**src/rtl/rxwm_pkg.sv**
```systemverilog
package rxwm_pkg;

  // Resolved link state held between link updates
  typedef struct packed {
    logic up;
    logic capable;
    logic active;
  } link_res_t;

  function automatic int unsigned low_mark(int unsigned total);
    return total / 3;
  endfunction

  function automatic int unsigned high_mark(int unsigned total);
    return 2 * low_mark(total);
  endfunction

  // Partner may be paused only on a full-duplex link with symmetric pause
  function automatic logic partner_capable(logic fdx, logic sym);
    return fdx & sym;
  endfunction

endpackage

```
**src/rtl/rxwm_link_resolver.sv**
```systemverilog
module rxwm_link_resolver
  import rxwm_pkg::*;
(
  input  logic clk,
  input  logic rst_n,
  input  logic fc_enable,
  input  logic link_upd,
  input  logic link_up,
  input  logic full_duplex,
  input  logic peer_sym_pause,
  output logic link_up_q,
  output logic peer_capable,
  output logic fc_active,
  output logic adv_sym_pause,
  output logic adv_asym_pause
);
  link_res_t res_q;
  link_res_t res_d;

  always_comb begin
    res_d = res_q;
    if (link_upd) begin
      res_d.up      = link_up;
      res_d.capable = link_up & partner_capable(full_duplex, peer_sym_pause);
      res_d.active  = link_up & fc_enable & res_d.capable;
    end
  end

  always_ff @(posedge clk) begin
    if (!rst_n) begin
      res_q          <= '0;
      adv_sym_pause  <= 1'b0;
      adv_asym_pause <= 1'b0;
    end else begin
      res_q          <= res_d;
      adv_sym_pause  <= fc_enable;
      adv_asym_pause <= fc_enable;
    end
  end

  assign link_up_q    = res_q.up;
  assign peer_capable = res_q.capable;
  assign fc_active    = res_q.active;
endmodule

```
**src/rtl/rxwm_level_sampler.sv**
```systemverilog
module rxwm_level_sampler #(
  parameter int unsigned DESC_TOTAL = 30,
  parameter int unsigned CNT_W      = 5,
  parameter int unsigned PEND_W     = 8
) (
  input  logic              clk,
  input  logic              rst_n,
  input  logic              cnt_upd,
  input  logic [CNT_W-1:0]  sw_owned,
  input  logic [PEND_W-1:0] pend_frames,
  output logic [CNT_W-1:0]  free_cnt,
  output logic [PEND_W-1:0] pend_cnt
);
  localparam logic [CNT_W-1:0] TOTAL_V = CNT_W'(DESC_TOTAL);

  logic [CNT_W-1:0] free_d;

  always_comb begin
    if (sw_owned > TOTAL_V) free_d = '0;
    else                    free_d = TOTAL_V - sw_owned;
  end

  always_ff @(posedge clk) begin
    if (!rst_n) begin
      free_cnt <= TOTAL_V;
      pend_cnt <= '0;
    end else if (cnt_upd) begin
      free_cnt <= free_d;
      pend_cnt <= pend_frames;
    end
  end
endmodule

```
**src/rtl/rxwm_hysteresis.sv**
```systemverilog
module rxwm_hysteresis
  import rxwm_pkg::*;
#(
  parameter int unsigned DESC_TOTAL = 30,
  parameter int unsigned CNT_W      = 5,
  parameter int unsigned PEND_W     = 8
) (
  input  logic              clk,
  input  logic              rst_n,
  input  logic              link_up_q,
  input  logic              fc_active,
  input  logic [CNT_W-1:0]  free_cnt,
  input  logic [PEND_W-1:0] pend_cnt,
  output logic              below_low,
  output logic              above_high,
  output logic              none_pending,
  output logic              pause_req
);
  localparam int unsigned      LOW    = low_mark(DESC_TOTAL);
  localparam int unsigned      HIGH   = high_mark(DESC_TOTAL);
  localparam logic [CNT_W-1:0] LOW_V  = CNT_W'(LOW);
  localparam logic [CNT_W-1:0] HIGH_V = CNT_W'(HIGH);

  logic armed;

  always_comb begin
    below_low    = free_cnt < LOW_V;
    above_high   = free_cnt > HIGH_V;
    none_pending = (pend_cnt == '0);
    armed        = link_up_q & fc_active & ~none_pending;
  end

  always_ff @(posedge clk) begin
    if (!rst_n)          pause_req <= 1'b0;
    else if (!armed)     pause_req <= 1'b0;
    else if (below_low)  pause_req <= 1'b1;
    else if (above_high) pause_req <= 1'b0;
  end
endmodule

```
**src/rtl/rxwm_pause_ctrl.sv**
```systemverilog
module rxwm_pause_ctrl #(
  parameter int unsigned DESC_TOTAL = 30,
  parameter int unsigned PEND_W     = 8,
  localparam int unsigned CNT_W     = $clog2(DESC_TOTAL + 1)
) (
  input  logic              clk,
  input  logic              rst_n,
  input  logic              fc_enable,
  input  logic              link_upd,
  input  logic              link_up,
  input  logic              full_duplex,
  input  logic              peer_sym_pause,
  input  logic              cnt_upd,
  input  logic [CNT_W-1:0]  sw_owned,
  input  logic [PEND_W-1:0] pend_frames,
  output logic              adv_sym_pause,
  output logic              adv_asym_pause,
  output logic              fc_active,
  output logic              pause_req
);
  logic              link_up_q;
  logic              peer_capable;
  logic [CNT_W-1:0]  free_cnt;
  logic [PEND_W-1:0] pend_cnt;
  logic              below_low;
  logic              above_high;
  logic              none_pending;

  rxwm_link_resolver link_i (
    .clk            (clk),
    .rst_n          (rst_n),
    .fc_enable      (fc_enable),
    .link_upd       (link_upd),
    .link_up        (link_up),
    .full_duplex    (full_duplex),
    .peer_sym_pause (peer_sym_pause),
    .link_up_q      (link_up_q),
    .peer_capable   (peer_capable),
    .fc_active      (fc_active),
    .adv_sym_pause  (adv_sym_pause),
    .adv_asym_pause (adv_asym_pause)
  );

  rxwm_level_sampler #(
    .DESC_TOTAL (DESC_TOTAL),
    .CNT_W      (CNT_W),
    .PEND_W     (PEND_W)
  ) samp_i (
    .clk         (clk),
    .rst_n       (rst_n),
    .cnt_upd     (cnt_upd),
    .sw_owned    (sw_owned),
    .pend_frames (pend_frames),
    .free_cnt    (free_cnt),
    .pend_cnt    (pend_cnt)
  );

  rxwm_hysteresis #(
    .DESC_TOTAL (DESC_TOTAL),
    .CNT_W      (CNT_W),
    .PEND_W     (PEND_W)
  ) hyst_i (
    .clk          (clk),
    .rst_n        (rst_n),
    .link_up_q    (link_up_q),
    .fc_active    (fc_active),
    .free_cnt     (free_cnt),
    .pend_cnt     (pend_cnt),
    .below_low    (below_low),
    .above_high   (above_high),
    .none_pending (none_pending),
    .pause_req    (pause_req)
  );
endmodule

```
**config.mk**
```make
export PLATFORM = sky130hd
export DESIGN_NAME = rxwm_pause_ctrl
export DESIGN_NICKNAME = d
export VERILOG_FILES = /design/src/rtl/rxwm_pkg.sv /design/src/rtl/rxwm_link_resolver.sv /design/src/rtl/rxwm_level_sampler.sv /design/src/rtl/rxwm_hysteresis.sv /design/src/rtl/rxwm_pause_ctrl.sv
export SDC_FILE = /design/constraint.sdc
export NUM_CORES = 1
export LEC_CHECK = 0
export ABC_CLOCK_PERIOD_IN_PS = 2940
export BUFFER_PORTS_ARGS = -buffer_cell sky130_fd_sc_hd__buf_2
export CAP_MARGIN = 20
export CORE_MARGIN = 2
export CORE_UTILIZATION = 47
export CTS_CLUSTER_SIZE = 12
export DETAILED_ROUTE_END_ITERATION = 10
export PLACE_DENSITY_LB_ADDON = 0.25
export SYNTH_ARGS = -nofsm -noshare
export SYNTH_HDL_FRONTEND = slang
export SYNTH_SLANG_ARGS = --single-unit
export TNS_END_PERCENT = 30
```
**constraint.sdc**
```tcl
create_clock -name clk -period 2.94 [get_ports clk]
set_input_delay 0.294 -clock clk [delete_from_list [all_inputs] [get_ports clk]]
set_output_delay 0.294 -clock clk [all_outputs]
set_load 0.05 [all_outputs]
```
* Yosys cells after proc, flatten, opt, wreduce, memory -nomap -nowiden
Index checks and enable logic that the tools add are counted.
Storage, ports and cells: logic and storage cells 23, output and inout port bits 4, input bits 21, register bits after elaboration 17
Cells by class: reductions and logical operators 3, muxes and demuxes 3, magnitude comparators 3, bitwise logic cells 7, $add $sub $neg 1
Operators by type and width (number):
- greater-than comparator 5 bit (second input constant) | 2
- logical NOT 8 bit | 1
- AND 1 bit | 6
- < comparator 5 x 4 -> 1 bit (second input constant) | 1
- 2-to-1 mux 5 bit | 1
- subtractor 5 bit (first input constant) | 1
- 2-to-1 mux 1 bit | 2
- AND reduction 2 bit | 1
- nonzero test 2 bit | 1
- inverter 1 bit | 1

* Longest topological paths before layout
word-level depth 4, mapped depth 4

* Modules after synthesis
Synthesis repeated with hierarchy kept, for this count alone.
Second synthesis, totals: cells, all modules 81, area, all modules 837.1 um2
By module, submodules not included:
- rxwm_level_sampler | times used 1, cells an instance 54, area each 600.6 um2
- rxwm_link_resolver | times used 1, cells an instance 15, area each 148.9 um2
- rxwm_hysteresis | times used 1, cells an instance 12, area each 87.6 um2

* Least setup slack after synthesis
Ideal clock, no wire load.
path type reg2out, start register link_i.adv_sym_pause, end output adv_sym_pause, path slack 1.752 ns, stages on the path, launching flop included 2, arrival 0.894 ns, path buffers 1, path through dfxtp_1 buf_4
RTL lines:
- start: declaration | line rxwm_link_resolver.sv:14 | output logic adv_sym_pause,
- start signal: assignment | line rxwm_link_resolver.sv:36 | adv_sym_pause <= fc_enable;
- end: declaration | line rxwm_pause_ctrl.sv:16 | output logic adv_sym_pause,
No word-level cell between the ends.

* Worst setup path after layout
start register samp_i.pend_cnt[4], end register hyst_i.pause_req
On the way: cells in the longest elaborated chain, start to end 4
Ends and longest elaborated chain:
- start: declaration | line rxwm_level_sampler.sv:12 | output logic [PEND_W-1:0] pend_cnt
- start signal: assignment | line rxwm_level_sampler.sv:29 | pend_cnt <= pend_frames;
- logical NOT 8 bit | line rxwm_hysteresis.sv:29 | none_pending = (pend_cnt == '0);
- inverter 1 bit | line rxwm_hysteresis.sv:30 | armed = link_up_q & fc_active & ~none_pending;
- AND 1 bit | line rxwm_hysteresis.sv:30
- AND reduction 2 bit (no line)
- end signal: assignment | line rxwm_hysteresis.sv:34 | if (!rst_n) pause_req <= 1'b0;
- end signal: assignment | line rxwm_hysteresis.sv:35 | else if (!armed) pause_req <= 1'b0;
- end signal: assignment | line rxwm_hysteresis.sv:36 | else if (below_low) pause_req <= 1'b1;
- end: declaration | line rxwm_hysteresis.sv:17 | output logic pause_req
Every way passes these cells. A chain may end at the register's enable or synchronous reset.

==> results.cfg <==
[pwr]
vdd.ir_drop.worst_v = 0.000363
p_leak_nw = 0.419
cellPowerDensity_nw_per_um2 = 499

[logic_synthesis]
seq_area_frac_synth_pct = 46.3
synth_area_per_cell_um2 = 10.1
synth_seq_cells = 17
synth_nets = 95
synthFlopType = dfxtp_1
syn_area_um2 = 734
yosysTopAreaCell = dfxtp_1
synthTopCellsByArea = dfxtp_1 46%, mux2i_1 14%, nor2b_1 8.5%
synth_top_area_share_pct = 46.3
async_flop_share_pct = 0
yosys_warnings = 0
synth_edf_count = 0
synth.distinct_cells = 24
synth_cells = 73

[finish]
final_nets = 120
syn_to_final_growth_pct = 19.6
nFillCells = 137
diodes = 0
drive_above_1_share_pct = 28.9

[sta]
layout_setup_ws_ns = 1.69
rsz0062_at_grt = no
finalHoldViolCount = 0
tightestPinTransition_ns = 0.365
max_slew_margin_pct = 75.7
setup-tns-final_ns = 0
fmax_ghz = 0.798
setup_viol = 0
final.min_clock_period_ns = 1.25
slew_viol_final = 0
period_share_pct = 42.6
finClkSkew_ns = 0.00672

[detailed_routing]
highest_layer = met3
vias = 577
viasPerCell = 5.11
finalWirelength_um = 1240
wl_met3_um = 73
drc = 0
drtIter0Drc = 12
wl_per_cell_um = 11.0
met1Wirelength_um = 587
drt_first_pass_iters = 3
routed-wl-met2_um = 579
ant_nets = 0

[cts]
cts_resized = 0
postCtsSetupBuffers = 0
insertion_delay_ns = 0.29
clk_pin_slew_worst_paths_ns = 0.10
cts_htree_levels = 1
cts_buffers = 3
cts_tree = done
root_buffer = clkbuf_4
cts_sinks = 17
postCtsHoldBufs = 0
clockBufferDepth = 2

[place]
gp_congestion = 0.763
io_buffers = 24
pre_cts_ws_ns = 1.72
place_hpwl_um = 953

[floorplanning]
die_area_um2 = 1890
start_util_pct = 49.3
std_cell_rows = 14
fp.coreArea_um2 = 1490
die_width_um = 43.5
die_y_um = 43.5
io_pins = 25

[global_routing]
grt_max_degree = 18
grt_pass1_vias = 558
grt_pass1_wl_um = 2230
grtUsageTotal_pct = 15.7
grt_overflow = 0
antenna_found_initial = 0

[setup_path]
worstSetupPathType = flop to flop
r2r_slack_ns = 1.69
crit_required_ns = 3.13
arrival_ns = 1.44
cp-start-kind = flop
path_max_fanout = 2
reg2reg_depth = 3
worst_setup_path_end_kind = flop

[hold_path]
hold_depth = 2
hp-class = input pin to flop

[job]
drv_cap = 0

[status]
status = finished, final reports clean
[registers in the layout, indices dropped and copies added, names as in the netlist]
| signal | count |
|---|---|
| hyst_i.pause_req | 1 |
| link_i.adv_sym_pause | 1 |
| samp_i.pend_cnt | 8 |
| samp_i.free_cnt | 5 |
| link_i.fc_active | 1 |
| link_i.link_up_q | 1 |
[cell usage after synthesis, drive strengths merged, types with 2 or more instances]
library cell	number
o21ai	3
o2111ai	2
nand3	3
or4	2
nor2b	10
buf	3
dfxtp	17
a21oi	2
inv	5
o221ai	3
mux2i	10
[layout by cell type, fill, tap and decap left out]
| cell | n |
|---|---|
| a21oi_1 | 2 |
| clkbuf_4 | 3 |
| nand2b_1 | 1 |
| a21boi_0 | 1 |
| nor2b_1 | 10 |
| xor2_1 | 1 |
| inv_1 | 5 |
| clkinvlp_4 | 1 |
| and2_1 | 1 |
| buf_2 | 24 |
| nand3_1 | 3 |
| or4_1 | 2 |
| xnor2_1 | 1 |
| or3_1 | 1 |
| nand2_1 | 1 |
| nor3_1 | 1 |
| mux2i_1 | 10 |
| o221ai_1 | 3 |
| o2111ai_1 | 2 |
| nand3b_1 | 1 |
| and4_1 | 1 |
| ha_1 | 1 |
| nand4_1 | 1 |
| o21ai_0 | 3 |
| dfxtp_1 | 17 |
[critical path, stage by stage (launching register included)]
cell and delay, ns:
dfxtp_1 0.32, or4_1 0.52, o2111ai_1 0.23, nor3_1 0.08
[through the flow]
stage	utilization, %	hold slack (ns)	cells	power [mW]	instance area, µm²
final	59.0	0.220	113	0.438	878
after CTS	59.0	0.216	113	0.446	878
after detailed placement	57.0	0.481	109	0.318	848
after global placement	57.0	0.477	109	0.317	848
after global routing	59.0	0.214	113	0.466	878
after floorplan	-	0.421	73	0.296	734
[power breakdown]
part / total [mW] / internal [mW] / leakage [nW] / switching, mW
clock network: 0.126 / 0.0518 / 0.0139 / 0.0747
logic: 0.0620 / 0.0303 / 0.265 / 0.0316
registers: 0.250 / 0.244 / 0.140 / 0.00632
total: 0.438 / 0.326 / 0.419 / 0.113
[final timing paths]
path	from	end
worst max-delay path	samp_i.pend_cnt[4]	hyst_i.pause_req
worst min-delay path	fc_enable	link_i.adv_sym_pause
worst max register to register	samp_i.pend_cnt[4]	hyst_i.pause_req
worst min register to register	samp_i.free_cnt[0]	samp_i.free_cnt[0]
[metal layers]
| layer | GRT usage, % | vias up |
|---|---|---|
| li1 | - | 305 |
| met1 | 19.6 | 258 |
| met2 | 24.5 | 14 |
| met3 | 7.92 | 0 |
| met4 | 3.64 | 0 |
| met5 | 0 | - |
[layout make-up]
cell class	instances	area (µm²)	share of cell area [%]
multi-input combinational	47	349	39.7
tap	16	20.0	2.28
timing repair buffer	24	120	13.7
inverter	5	18.8	2.14
clock inverter	1	7.51	0.855
clock buffer	3	22.5	2.56
sequential	17	340	38.7
[kinds of logic (layout without fill, tap and decap cells)]
family                     after synthesis  count (layout)  share of synthesized area, %
AOI/OAI and AO/OA                       11              11                          10.4
xor gates and xnor gates                 2               2                          2.39
adders and majority gates                1               1                          1.70
buffers and inverters                    9              33                          6.13
DFF                                     17              17                          46.3
muxes                                   10              10                          13.6
and+or+nand+nor                         23              23                          19.4
Note: power is estimated with default switching activity, not from simulation.
